**src/rtl/scan_ir_pkg.sv**
```systemverilog
`timescale 1ns/1ps
package scan_ir_pkg;

    typedef enum logic [2:0] {
        INS_EXTEST = 3'd0,
        INS_SAMPLE = 3'd1,
        INS_CLAMP  = 3'd2,
        INS_HIGHZ  = 3'd3,
        INS_BYPASS = 3'd4
    } instr_e;

endpackage

```
**src/rtl/scan_ir_chain.sv**
```systemverilog
`timescale 1ns/1ps
module scan_ir_chain #(
    parameter int                IR_W        = 8,
    parameter logic [IR_W-1:0]   CAPTURE_VAL = 8'b0011_1101,
    parameter logic [IR_W-1:0]   RESET_OP    = '1
) (
    input  logic            tck,
    input  logic            rst_n,
    input  logic            tdi,
    input  logic            tap_reset,
    input  logic            ir_capture,
    input  logic            ir_shift,
    input  logic            ir_update,
    output logic [IR_W-1:0] shreg,
    output logic [IR_W-1:0] hold
);

    typedef struct packed {
        logic [IR_W-1:0] shreg;
        logic [IR_W-1:0] hold;
    } chain_t;

    chain_t s_d, s_q;

    always_comb begin
        s_d = s_q;
        if (ir_capture) begin
            s_d.shreg = CAPTURE_VAL;
        end else if (ir_shift) begin
            s_d.shreg = {tdi, s_q.shreg[IR_W-1:1]};
        end
        if (tap_reset) begin
            s_d.hold = RESET_OP;
        end else if (ir_update) begin
            s_d.hold = s_q.shreg;
        end
    end

    always_ff @(posedge tck or negedge rst_n) begin
        if (!rst_n) begin
            s_q.shreg <= CAPTURE_VAL;
            s_q.hold  <= RESET_OP;
        end else begin
            s_q <= s_d;
        end
    end

    assign shreg = s_q.shreg;
    assign hold  = s_q.hold;

endmodule

```
**src/rtl/scan_ir_decode.sv**
```systemverilog
`timescale 1ns/1ps
module scan_ir_decode
    import scan_ir_pkg::*;
#(
    parameter int              IR_W      = 8,
    parameter logic [IR_W-1:0] OP_EXTEST = 8'b0000_0000,
    parameter logic [IR_W-1:0] OP_SAMPLE = 8'b1000_0001,
    parameter logic [IR_W-1:0] OP_CLAMP  = 8'b1000_0010,
    parameter logic [IR_W-1:0] OP_HIGHZ  = 8'b0000_0011
) (
    input  logic [IR_W-1:0] hold,
    output instr_e          instr,
    output logic            bsr_select,
    output logic            bsr_drive,
    output logic            out_hiz
);

    always_comb begin
        if (hold == OP_EXTEST) begin
            instr = INS_EXTEST;
        end else if (hold == OP_SAMPLE) begin
            instr = INS_SAMPLE;
        end else if (hold == OP_CLAMP) begin
            instr = INS_CLAMP;
        end else if (hold == OP_HIGHZ) begin
            instr = INS_HIGHZ;
        end else begin
            instr = INS_BYPASS;
        end
    end

    always_comb begin
        bsr_select = 1'b0;
        bsr_drive  = 1'b0;
        out_hiz    = 1'b0;
        unique case (instr)
            INS_EXTEST: begin
                bsr_select = 1'b1;
                bsr_drive  = 1'b1;
            end
            INS_SAMPLE: bsr_select = 1'b1;
            INS_CLAMP:  bsr_drive  = 1'b1;
            INS_HIGHZ:  out_hiz    = 1'b1;
            default:    ;
        endcase
    end

endmodule

```
**src/rtl/scan_bypass_cell.sv**
```systemverilog
`timescale 1ns/1ps
module scan_bypass_cell (
    input  logic tck,
    input  logic rst_n,
    input  logic tdi,
    input  logic dr_capture,
    input  logic dr_shift,
    output logic bit_q
);

    typedef struct packed {
        logic stage;
    } byp_t;

    byp_t b_d, b_q;

    always_comb begin
        b_d = b_q;
        if (dr_capture) begin
            b_d.stage = 1'b0;
        end else if (dr_shift) begin
            b_d.stage = tdi;
        end
    end

    always_ff @(posedge tck or negedge rst_n) begin
        if (!rst_n) begin
            b_q.stage <= 1'b0;
        end else begin
            b_q <= b_d;
        end
    end

    assign bit_q = b_q.stage;

endmodule

```
**src/rtl/scan_tdo_stage.sv**
```systemverilog
`timescale 1ns/1ps
module scan_tdo_stage (
    input  logic tck,
    input  logic rst_n,
    input  logic ir_shift,
    input  logic dr_shift,
    input  logic ir_lsb,
    input  logic bsr_select,
    input  logic bsr_tdo,
    input  logic byp_bit,
    output logic tdo,
    output logic tdo_en
);

    typedef struct packed {
        logic data;
        logic en;
    } out_t;

    out_t o_d, o_q;
    logic dr_bit;

    assign dr_bit = bsr_select ? bsr_tdo : byp_bit;

    always_comb begin
        o_d = o_q;
        o_d.en = ir_shift | dr_shift;
        if (ir_shift) begin
            o_d.data = ir_lsb;
        end else if (dr_shift) begin
            o_d.data = dr_bit;
        end
    end

    always_ff @(negedge tck or negedge rst_n) begin
        if (!rst_n) begin
            o_q <= '0;
        end else begin
            o_q <= o_d;
        end
    end

    assign tdo    = o_q.data;
    assign tdo_en = o_q.en;

endmodule

```
**src/rtl/scan_ir_ctrl.sv**
```systemverilog
`timescale 1ns/1ps
module scan_ir_ctrl
    import scan_ir_pkg::*;
#(
    parameter int              IR_W        = 8,
    parameter logic [IR_W-1:0] CAPTURE_VAL = 8'b0011_1101,
    parameter logic [IR_W-1:0] OP_EXTEST   = 8'b0000_0000,
    parameter logic [IR_W-1:0] OP_SAMPLE   = 8'b1000_0001,
    parameter logic [IR_W-1:0] OP_CLAMP    = 8'b1000_0010,
    parameter logic [IR_W-1:0] OP_HIGHZ    = 8'b0000_0011
) (
    input  logic       tck,
    input  logic       rst_n,
    input  logic       tdi,
    input  logic       tap_reset,
    input  logic       ir_capture,
    input  logic       ir_shift,
    input  logic       ir_update,
    input  logic       dr_capture,
    input  logic       dr_shift,
    input  logic       bsr_tdo,
    output logic [2:0] instr_code,
    output logic       bsr_select,
    output logic       bsr_drive,
    output logic       out_hiz,
    output logic       tdo,
    output logic       tdo_en
);

    localparam logic [IR_W-1:0] RESET_OP = '1;

    logic [IR_W-1:0] ir_shreg;
    logic [IR_W-1:0] ir_hold;
    logic            byp_bit;
    instr_e          instr;

    scan_ir_chain #(
        .IR_W        (IR_W),
        .CAPTURE_VAL (CAPTURE_VAL),
        .RESET_OP    (RESET_OP)
    ) i_chain (
        .tck        (tck),
        .rst_n      (rst_n),
        .tdi        (tdi),
        .tap_reset  (tap_reset),
        .ir_capture (ir_capture),
        .ir_shift   (ir_shift),
        .ir_update  (ir_update),
        .shreg      (ir_shreg),
        .hold       (ir_hold)
    );

    scan_ir_decode #(
        .IR_W      (IR_W),
        .OP_EXTEST (OP_EXTEST),
        .OP_SAMPLE (OP_SAMPLE),
        .OP_CLAMP  (OP_CLAMP),
        .OP_HIGHZ  (OP_HIGHZ)
    ) i_decode (
        .hold       (ir_hold),
        .instr      (instr),
        .bsr_select (bsr_select),
        .bsr_drive  (bsr_drive),
        .out_hiz    (out_hiz)
    );

    scan_bypass_cell i_bypass (
        .tck        (tck),
        .rst_n      (rst_n),
        .tdi        (tdi),
        .dr_capture (dr_capture),
        .dr_shift   (dr_shift),
        .bit_q      (byp_bit)
    );

    scan_tdo_stage i_tdo (
        .tck        (tck),
        .rst_n      (rst_n),
        .ir_shift   (ir_shift),
        .dr_shift   (dr_shift),
        .ir_lsb     (ir_shreg[0]),
        .bsr_select (bsr_select),
        .bsr_tdo    (bsr_tdo),
        .byp_bit    (byp_bit),
        .tdo        (tdo),
        .tdo_en     (tdo_en)
    );

    assign instr_code = instr;

endmodule

```
**config.mk**
```make
export PLATFORM = sky130hd
export DESIGN_NAME = scan_ir_ctrl
export DESIGN_NICKNAME = d
export VERILOG_FILES = /design/src/rtl/scan_ir_pkg.sv /design/src/rtl/scan_ir_chain.sv /design/src/rtl/scan_ir_decode.sv /design/src/rtl/scan_bypass_cell.sv /design/src/rtl/scan_tdo_stage.sv /design/src/rtl/scan_ir_ctrl.sv
export SDC_FILE = /design/constraint.sdc
export NUM_CORES = 1
export LEC_CHECK = 0
export ABC_AREA = 1
export BUFFER_PORTS_ARGS = -buffer_cell sky130_fd_sc_hd__buf_2
export CAP_MARGIN = 15
export CORE_MARGIN = 8
export CORE_UTILIZATION = 50
export CTS_CLUSTER_DIAMETER = 100
export DETAILED_ROUTE_END_ITERATION = 8
export PLACE_DENSITY = 0.73
export RECOVER_POWER = 50
export SETUP_SLACK_MARGIN = 0.2
export SLEW_MARGIN = 20
export SYNTH_ARGS = -nofsm -noshare
export SYNTH_HDL_FRONTEND = slang
export SYNTH_SLANG_ARGS = --single-unit
export TNS_END_PERCENT = 1
```
**constraint.sdc**
```tcl
create_clock -name tck -period 1.4 [get_ports tck]
set_clock_uncertainty 0.05 [all_clocks]
set_input_delay 0.14 -clock tck [delete_from_list [all_inputs] [get_ports tck]]
set_output_delay 0.14 -clock tck [all_outputs]
set_load 0.01 [all_outputs]
```
==> results of run 1 <==
cells in the final DEF (no fill, tap or decap):
| master | n |
|---|---|
| o21ai_1 | 3 |
| inv_2 | 9 |
| dfrtn_1 | 2 |
| clkbuf_4 | 3 |
| clkbuf_2 | 1 |
| inv_1 | 14 |
| dfstp_2 | 13 |
| o21ai_0 | 6 |
| a21oi_1 | 11 |
| buf_6 | 1 |
| nor2_4 | 3 |
| nand2_1 | 6 |
| nor2_2 | 1 |
| dfrtp_1 | 4 |
| nand3_2 | 2 |
| buf_4 | 14 |
| nor2_1 | 9 |
| buf_2 | 15 |
| nand4_1 | 2 |
| nand2_4 | 4 |
| or2_1 | 1 |
| a211oi_1 | 1 |
| o22ai_1 | 2 |
| clkbuf_1 | 2 |
| dlygate4sd3_1 | 2 |
| nand2_2 | 5 |
| a22oi_1 | 3 |
layer usage:
metal	up-vias	wire, um
met3	6	77
li1	399	-
met2	15	965
met5	-	0
met1	357	839
met4	0	68
worst max-delay path, stage by stage (launching register included):
cell,delay (ns)
dfstp_2,0.57
nand2_2,0.07
nor2_4,0.09
nand2_4,0.07
nand2_4,0.06
nand2_2,0.05
nand3_2,0.06
nand2_1,0.04
worst paths after layout:
check / to / slack, ns / cells past startpoint
setup / recovery: i_tdo.tdo$_DFFE_NN0P_ / -0.49 / 7
hold / removal: i_chain.shreg[7]$_DFFE_PN0P_ / 0.06 / 3
setup reg to reg: i_tdo.tdo$_DFFE_NN0P_ / -0.49 / 7
hold reg to reg: i_tdo.tdo$_DFFE_NN0P_ / 0.43 / 2
max in group asynchronous: i_tdo.tdo$_DFFE_NN0P_ / 0.30 / 2
min in group asynchronous: i_bypass.bit_q$_DFFE_PN0P_ / 0.17 / 2
flip-flops by register name (all words and copies together), names as in the netlist:
register,count
i_chain.hold,8
i_chain.shreg,8
i_bypass.bit_q,1
i_tdo.tdo,1
i_tdo.tdo_en,1
logic make-up after synthesis:
family	count (synthesis)	share of synthesized area [%]
AND/OR/NAND/NOR	33	19.67
buffers and inverters	25	10.59
AO/OA/AOI/OAI	26	15.68
flip-flops	19	54.06
stage by stage:
| stage | power, mW | instances | instance area [um^2] | setup WS [ns] |
|---|---|---|---|---|
| final | 1.049 | 164 | 1210 | -0.4926 |
| after global routing | 1.107 | 164 | 1210 | -0.5589 |
| after CTS | 1.059 | 164 | 1185 | -0.5157 |
| after detailed placement | 0.7829 | 157 | 1124 | -0.5174 |
| after global placement | 0.7786 | 157 | 1124 | -0.4955 |
| after floorplan | 0.7002 | 103 | 912.1 | -0.4614 |
power groups by stage:
stage,clock network (mW),logic (mW),registers (mW)
finish,0.266,0.164,0.620
global route,0.298,0.185,0.623
CTS,0.278,0.162,0.619
detailed placement,0,0.155,0.628
global placement,0,0.152,0.627
floorplan,0,0.0734,0.627
area by class of cell:
cell class / instances / share of cell area [%]
Sequential cell: 19 / 40.64
Multi-Input combinational cell: 59 / 29.27
Timing Repair Buffer: 34 / 18.20
Inverter: 23 / 7.135
Tap cell: 25 / 2.585
Clock buffer: 4 / 2.172
timing repair:
action                     in CTS  in global routing
resized for setup               2                  6
hold endpoints to repair        5                  0
setup buffers                   1                  0
setup endpoints to repair       9                  9
hold buffers                    2                  0
pin swaps                       3                  6
==> flow_metrics.env, run 1 <==
export IMPL_violations="negative setup slack"
export IMPL_regArea_um2=491.7
export IMPL_swShare_pct=25.37
export IMPL_clk_pin_slew_ns=0.09
export IMPL_finalSetupViolations=9
export IMPL_grt_pass1_vias=777
export IMPL_synth_top_area_share_pct=37.55
export IMPL_syn_area_per_cell_um2=8.831
export IMPL_synth_ff_type="dfstp_2"
export IMPL_grt_max_degree=17
export IMPL_synth_warnings=0
export IMPL_setup_slack_ns=-0.4926
export IMPL_ios=18
export IMPL_finalMaxSlewViolations=0
export IMPL_dp_hpwl_um=1550
export IMPL_crit_arrival_ns=1.29
export IMPL_cts_inserted_buffers=3
export IMPL_wirelength_um=1950
export IMPL_drtAntennaViolNets=0
export IMPL_worstSetupEndpointType="register"
export IMPL_fp_coreArea_um2=1727
export IMPL_vias=777
export IMPL_syn_to_final_growth_pct=33.01
export IMPL_grt_antenna_before_repair=0
export IMPL_power_switching_mw=0.2662
export IMPL_drive_above_1_share_pct=51.08
export IMPL_synthCells=103
export IMPL_syn_num_nets=113
export IMPL_rsz0062_at_grt="yes"
export IMPL_route_detailed_drc=0
export IMPL_gr_max_usage_layer="met2"
export IMPL_slew_headroom_pct=74.93
export IMPL_hold_start="tdi"
export IMPL_synth_top_area_cell="dfstp_2"
export IMPL_start_util_pct=52.68
export IMPL_wl_per_cell_um=11.89
export IMPL_leakage_nw=0.6587
export IMPL_status="complete, but fails checks"
export IMPL_power_share_sequential_pct=59.1
export IMPL_ys_ff_latch=19
export IMPL_first_pass_iters=4
export IMPL_dieArea_um2=3440
export IMPL_port_buffers=17
export IMPL_gp_congestion=0.7331
export IMPL_htreeDepth=1
export IMPL_met1_usage_pct=13.47
export IMPL_p_comb_share_pct=15.6
export IMPL_ys_async_sr_fraction_pct=100.0
export IMPL_cts_root_buf="clkbuf_4"
export IMPL_finalSetupTns_ns=-2.244
export IMPL_p_int_mw=0.7829
export IMPL_rows=15
export IMPL_grt_util_met3_pct=2.826
export IMPL_hold_worst_slack_ns=0.05511
export IMPL_cts_sinks=19
export IMPL_fp_dieH_um=58.65
export IMPL_cts_tree="done"
export IMPL_track_usage_pct=11.95
export IMPL_grt_overflow=0
export IMPL_synthTopCellsByCount="dfstp_2, inv_1, a21oi_1, inv_2"
export IMPL_clockBufferDepth=2
export IMPL_criticalPathCategory="register to register"
export IMPL_crit_fanout=3
export IMPL_synthDistinctLibCells=22
export IMPL_final_nets=150
export IMPL_clkPwrFrac_pct=25.3
export IMPL_synth_edf_count=0
export IMPL_max_slew_worst_pin_slew_ns=0.3760
export IMPL_required_ns=0.80
export IMPL_r2r_start="i_chain.hold[0]$_DFFE_PN1P_"
export IMPL_p_per_area_nw_per_um2=867.1
export IMPL_via_per_inst=4.738
export IMPL_drtIter0Drc=16
export IMPL_nFillCells=149
export IMPL_critPathLaunchType="register"
export IMPL_die_width_um=58.65
export IMPL_clock_latency_ns=0.29
export IMPL_hold_viol=0
export IMPL_synth_area_leaders="dfstp_2, dfrtp_1, a21oi_1"
export IMPL_syn_cell_area_um2=909.6
export IMPL_grt_pass1_wl_um=3167
export IMPL_globalRouteMet2Util_pct=19.69
export IMPL_crit_start="i_chain.hold[0]$_DFFE_PN1P_"
export IMPL_finish_utilization_pct=70.07
export IMPL_ys_seq_area_share_pct=54.06
export IMPL_cap_violations=0
export IMPL_multiInputGateArea_um2=354.1
export IMPL_diodes=0
export IMPL_ir_drop_v=0.0007609
export IMPL_min_path_type="input port to register"
Note: power is estimated with default switching activity, not from simulation.
==> run 2, diff against run 1 <==
SLEW_MARGIN = 15   (was 20)
clock period = 2.3 ns   (was 1.4 ns; I/O delays follow)
==> run 2 against run 1 <==
Net effect: the flow still finishes with violations (negative setup slack); die area unchanged; largest power group unchanged; wire length is essentially flat; final area decreased by 5.3%; sequential power down 39%.
==> flow_metrics.env, run 2 (synthesized netlist as in run 1, its figures left out) <==
export IMPL_track_usage_pct=12.61
export IMPL_fp_coreArea_um2=1727
export IMPL_hold_worst_slack_ns=0.02898
export IMPL_dieArea_um2=3440
export IMPL_leakage_nw=0.6075
export IMPL_drive_above_1_share_pct=50.00
export IMPL_rows=15
export IMPL_worstSetupEndpointType="register"
export IMPL_min_path_type="input port to register"
export IMPL_swShare_pct=26.28
export IMPL_p_per_area_nw_per_um2=553.0
export IMPL_finalSetupViolations=1
export IMPL_gp_congestion=0.7368
export IMPL_cap_violations=0
export IMPL_final_nets=145
export IMPL_clockBufferDepth=2
export IMPL_placed_area_um2=1094
export IMPL_finalMaxSlewViolations=0
export IMPL_drtAntennaViolNets=0
export IMPL_crit_fanout=3
export IMPL_criticalPathCategory="register to register"
export IMPL_rsz0062_at_grt="yes"
export IMPL_crit_arrival_ns=1.31
export IMPL_vias=747
export IMPL_port_buffers=17
export IMPL_ir_drop_v=0.0004379
export IMPL_start_util_pct=52.68
export IMPL_diodes=0
export IMPL_route_detailed_drc=0
export IMPL_critPathLaunchType="register"
export IMPL_clock_latency_ns=0.30
export IMPL_die_width_um=58.65
export IMPL_layout_common_cells="buf_2, inv_1, dfstp_2, a21oi_1"
export IMPL_max_slew_worst_pin_slew_ns=0.8135
export IMPL_grt_pass1_vias=740
export IMPL_cts_tree="done"
export IMPL_layout_commonest_cell="buf_2"
export IMPL_clkPwrFrac_pct=26.2
export IMPL_cts_root_buf="clkbuf_4"
export IMPL_wirelength_um=1951
export IMPL_cts_sinks=19
export IMPL_clk_pin_slew_ns=0.11
export IMPL_grt_overflow=0
export IMPL_via_per_inst=4.698
export IMPL_grt_max_degree=17
export IMPL_slew_headroom_pct=45.76
export IMPL_dp_hpwl_um=1535
export IMPL_status="complete, but fails checks"
export IMPL_power_switching_mw=0.1666
export IMPL_fp_dieH_um=58.65
export IMPL_power_share_sequential_pct=59.6
export IMPL_grt_pass1_wl_um=3263
export IMPL_first_pass_iters=4
export IMPL_grt_antenna_before_repair=0
export IMPL_required_ns=1.25
export IMPL_setup_slack_ns=-0.05661
export IMPL_cts_inserted_buffers=3
export IMPL_wl_per_cell_um=12.27
export IMPL_top_regs="i_chain.hold x8, i_chain.shreg x8"
export IMPL_hold_viol=0
export IMPL_violations="negative setup slack"
export IMPL_syn_to_final_growth_pct=26.00
export IMPL_drtIter0Drc=14
export IMPL_p_comb_share_pct=14.1
export IMPL_ios=18
export IMPL_p_int_mw=0.4672
export IMPL_finalInstanceArea_um2=1146
export IMPL_htreeDepth=1
run 2: cell types whose count changed in the layout (fill, tap and decap cells not counted), sizes merged:
| cell | change |
|---|---|
| clkbuf | -1 |
| buf | -4 |
| dlygate4sd3 | -1 |
| clkinv | +1 |
run 2: critical path, cell delays in order, from the launching register on:
cell and delay [ns]:
dfstp_2 0.57, nand2_2 0.06, nor2_2 0.09, nand2_2 0.09, nand2_4 0.07, nand2_2 0.05, nand3_2 0.05, nand2_1 0.04
run 2: routing by layer:
metal  track usage [%]  part of all wire [%]  up-vias  routed length [um]
met5                 0                     0        -                   0
met1             14.43                    44      344                 863
li1                  -                     -      387                   -
met2             21.26                    50       12                 983
met4             8.191                   2.5        0                  48
met3             1.957                   2.9        4                  56
run 2: final timing paths:
check	start	cells past startpoint	slack (ns)	to
hold / removal	dr_capture	2	0.03	i_bypass.bit_q$_DFFE_PN0P_
min in group asynchronous	rst_n	2	0.25	i_bypass.bit_q$_DFFE_PN0P_
setup reg to reg	i_chain.hold[0]$_DFFE_PN1P_	7	-0.06	i_tdo.tdo$_DFFE_NN0P_
setup / recovery	i_chain.hold[0]$_DFFE_PN1P_	7	-0.06	i_tdo.tdo$_DFFE_NN0P_
max in group asynchronous	rst_n	2	0.65	i_tdo.tdo_en$_DFF_NN0_
hold reg to reg	i_tdo.tdo$_DFFE_NN0P_	2	0.44	i_tdo.tdo$_DFFE_NN0P_
run 2: timing repair:
item,CTS,global route
endpoints found under the hold margin,4,0
hold buffers,1,0
gates resized for setup,3,0
pin swaps,2,2
endpoints found under the setup margin,3,3
buffers inserted,0,1
run 2: stage by stage:
step | cells | util (%) | power (mW) | setup WS [ns] | TNS, ns
floorplan | 103 | - | 0.4262 | -0.01140 | -0.01140
global placement | 153 | 63.33 | 0.4679 | -0.04562 | -0.04562
detailed placement | 153 | 63.33 | 0.4709 | -0.06574 | -0.06574
CTS | 158 | 66.23 | 0.6421 | -0.06874 | -0.07001
global route | 159 | 66.38 | 0.6607 | -0.1089 | -0.1526
finish | 159 | 66.38 | 0.6337 | -0.05661 | -0.05661
run 2: power groups by stage:
stage / Combinational [mW] / Clock (mW) / Sequential, mW
after floorplan: 0.0447 / 0 / 0.382
after global placement: 0.0860 / 0 / 0.382
after detailed placement: 0.0884 / 0 / 0.382
after CTS: 0.0924 / 0.172 / 0.377
after global routing: 0.102 / 0.179 / 0.380
final: 0.0897 / 0.166 / 0.378
run 2: cell type report:
| type | instances | area, um^2 |
|---|---|---|
| fillers | 177 | 580.6 |
| inverters | 23 | 86.33 |
| clock buffers | 3 | 22.52 |
| clock inverters | 1 | 5.005 |
| repair buffers | 29 | 172.7 |
| well taps | 25 | 31.28 |
| multi-input cells | 59 | 336.6 |
| flip-flops and latches | 19 | 491.7 |
==> run 3, diff against run 2 <==
BUFFER_PORTS_ARGS = -buffer_cell sky130_fd_sc_hd__buf_4   (was -buffer_cell sky130_fd_sc_hd__buf_2)
CTS_CLUSTER_SIZE = 24   (was unset)
==> run 3 against run 2 <==
Net effect: the flow still finishes with violations (negative setup slack); setup slack got worse by 0.013 ns; critical path depth is the same; via count decreased by 0.67%; final area is 3.7% higher; clock power about the same; final cell count down 1.3%; core utilization rose by 2.5 points; register-to-register slack about the same; largest power group unchanged.
==> flow_metrics.env, run 3 (synthesized netlist as in run 1, its figures left out) <==
export IMPL_min_path_type="input port to register"
export IMPL_finalSetupViolations=1
export IMPL_dieArea_um2=3440
export IMPL_cap_violations=0
export IMPL_cts_sinks=19
export IMPL_crit_arrival_ns=1.32
export IMPL_violations="negative setup slack"
export IMPL_cts_inserted_buffers=3
export IMPL_finish_utilization_pct=68.84
export IMPL_clk_pin_slew_ns=0.11
export IMPL_track_usage_pct=12.44
export IMPL_nFillCells=144
export IMPL_syn_to_final_growth_pct=30.67
export IMPL_wirelength_um=1914
export IMPL_start_util_pct=52.68
export IMPL_crit_fanout=3
export IMPL_layout_commonest_cell="buf_4"
export IMPL_grt_max_degree=20
export IMPL_hold_viol=0
export IMPL_p_per_area_nw_per_um2=541.0
export IMPL_setup_slack_ns=-0.06944
export IMPL_required_ns=1.25
export IMPL_ios=18
export IMPL_vias=742
export IMPL_fp_dieH_um=58.65
export IMPL_dp_hpwl_um=1484
export IMPL_cts_root_buf="clkbuf_4"
export IMPL_finalSetupTns_ns=-0.06944
export IMPL_via_per_inst=4.726
export IMPL_drtIter0Drc=11
export IMPL_leakage_nw=0.6189
export IMPL_htreeDepth=1
export IMPL_port_buffers=17
export IMPL_grt_antenna_before_repair=0
export IMPL_critPathLaunchType="register"
export IMPL_post_cts_buffers=0
export IMPL_cts_tree="done"
export IMPL_final_nets=143
export IMPL_finalMaxSlewViolations=0
export IMPL_finalInstanceArea_um2=1189
export IMPL_slew_headroom_pct=79.59
export IMPL_diodes=0
export IMPL_first_pass_iters=4
export IMPL_worstSetupEndpointType="register"
export IMPL_grt_pass1_vias=785
export IMPL_rsz0062_at_grt="yes"
export IMPL_grt_pass1_wl_um=3277
export IMPL_placed_area_um2=1121
export IMPL_clockBufferDepth=2
export IMPL_status="complete, but fails checks"
export IMPL_drtAntennaViolNets=0
export IMPL_hold_worst_slack_ns=0.1192
export IMPL_top_regs="i_chain.hold x8, i_chain.shreg x8"
export IMPL_gp_congestion=0.7350
export IMPL_layout_cells_non_filler=157
export IMPL_rows=15
export IMPL_clock_latency_ns=0.30
export IMPL_die_width_um=58.65
export IMPL_grt_overflow=0
export IMPL_drive_above_1_share_pct=50.00
export IMPL_wl_per_cell_um=12.19
export IMPL_route_detailed_drc=0
export IMPL_ir_drop_v=0.0005011
export IMPL_placed_cells_incl_taps=151
export IMPL_max_slew_worst_pin_slew_ns=0.3051
export IMPL_fp_coreArea_um2=1727
export IMPL_layout_common_cells="buf_4, inv_1, dfstp_2, a21oi_1, inv_2"
export IMPL_criticalPathCategory="register to register"
## run 3: changes by cell type in the layout (fill, tap and decap cells not counted)
| cell | previous run | this run |
|---|---|---|
| buf_2 | 16 | 0 |
| clkbuf_1 | 2 | 0 |
| buf_4 | 10 | 23 |
| dlygate4sd3_1 | 1 | 2 |
| buf_6 | 0 | 2 |
## run 3: cell type report
cell class	instances	area (um^2)	area share, %
Timing Repair Buffer	27	215.2	18.11
Sequential cell	19	491.7	41.37
Inverter	23	86.33	7.263
Clock inverter	1	5.005	0.4211
Tap cell	25	31.28	2.632
Multi-Input combinational cell	59	336.6	28.32
Clock buffer	3	22.52	1.895
## run 3: worst max-delay path, stage by stage, from the launching register on
cell	delay, ns
dfstp_2	0.58
nand2_2	0.06
nor2_2	0.08
nand2_2	0.09
nand2_4	0.07
nand2_2	0.04
nand3_2	0.05
nand2_1	0.05
## run 3: where the power goes
part / switching [mW] / leakage (nW) / internal (mW) / total, mW
Combinational: 0.0523 / 0.390 / 0.0456 / 0.0979
Sequential: 0.0125 / 0.212 / 0.366 / 0.378
Clock: 0.102 / 0.0177 / 0.0647 / 0.167
Total: 0.167 / 0.619 / 0.476 / 0.643
## run 3: final timing paths
check	cells past startpoint	slack [ns]	end	start
max in group asynchronous	2	0.65	i_tdo.tdo$_DFFE_NN0P_	rst_n
worst min-delay path	3	0.12	i_chain.shreg[7]$_DFFE_PN0P_	tdi
worst max-delay path	7	-0.07	i_tdo.tdo$_DFFE_NN0P_	i_chain.hold[0]$_DFFE_PN1P_
min in group asynchronous	2	0.28	i_bypass.bit_q$_DFFE_PN0P_	rst_n
worst max register to register	7	-0.07	i_tdo.tdo$_DFFE_NN0P_	i_chain.hold[0]$_DFFE_PN1P_
worst min register to register	2	0.45	i_chain.shreg[2]$_DFFE_PN1P_	i_chain.shreg[2]$_DFFE_PN1P_
## run 3: metal layers
layer | up-vias | global-route usage (%) | share of wire (%)
li1 | 386 | - | -
met1 | 342 | 13.57 | 40
met2 | 12 | 21.89 | 53
met3 | 2 | 3.696 | 5.9
met4 | 0 | 5.119 | 0.63
met5 | - | 0 | 0
## run 3: what timing repair did
| item | CTS | global route |
|---|---|---|
| gates resized for setup | 3 | 2 |
| setup endpoints to repair | 3 | 3 |
| hold endpoints to repair | 17 | 1 |
| pin swaps | 2 | 2 |
| hold buffers | 1 | 1 |
## run 3: per-stage QoR
step                      total power, mW  worst slack (ns)
after floorplan                    0.4262          -0.01140
after global placement             0.4724          -0.05277
after detailed placement           0.4747          -0.06154
after CTS                          0.6473          -0.06681
after global routing               0.6805           -0.1565
final                              0.6430          -0.06944
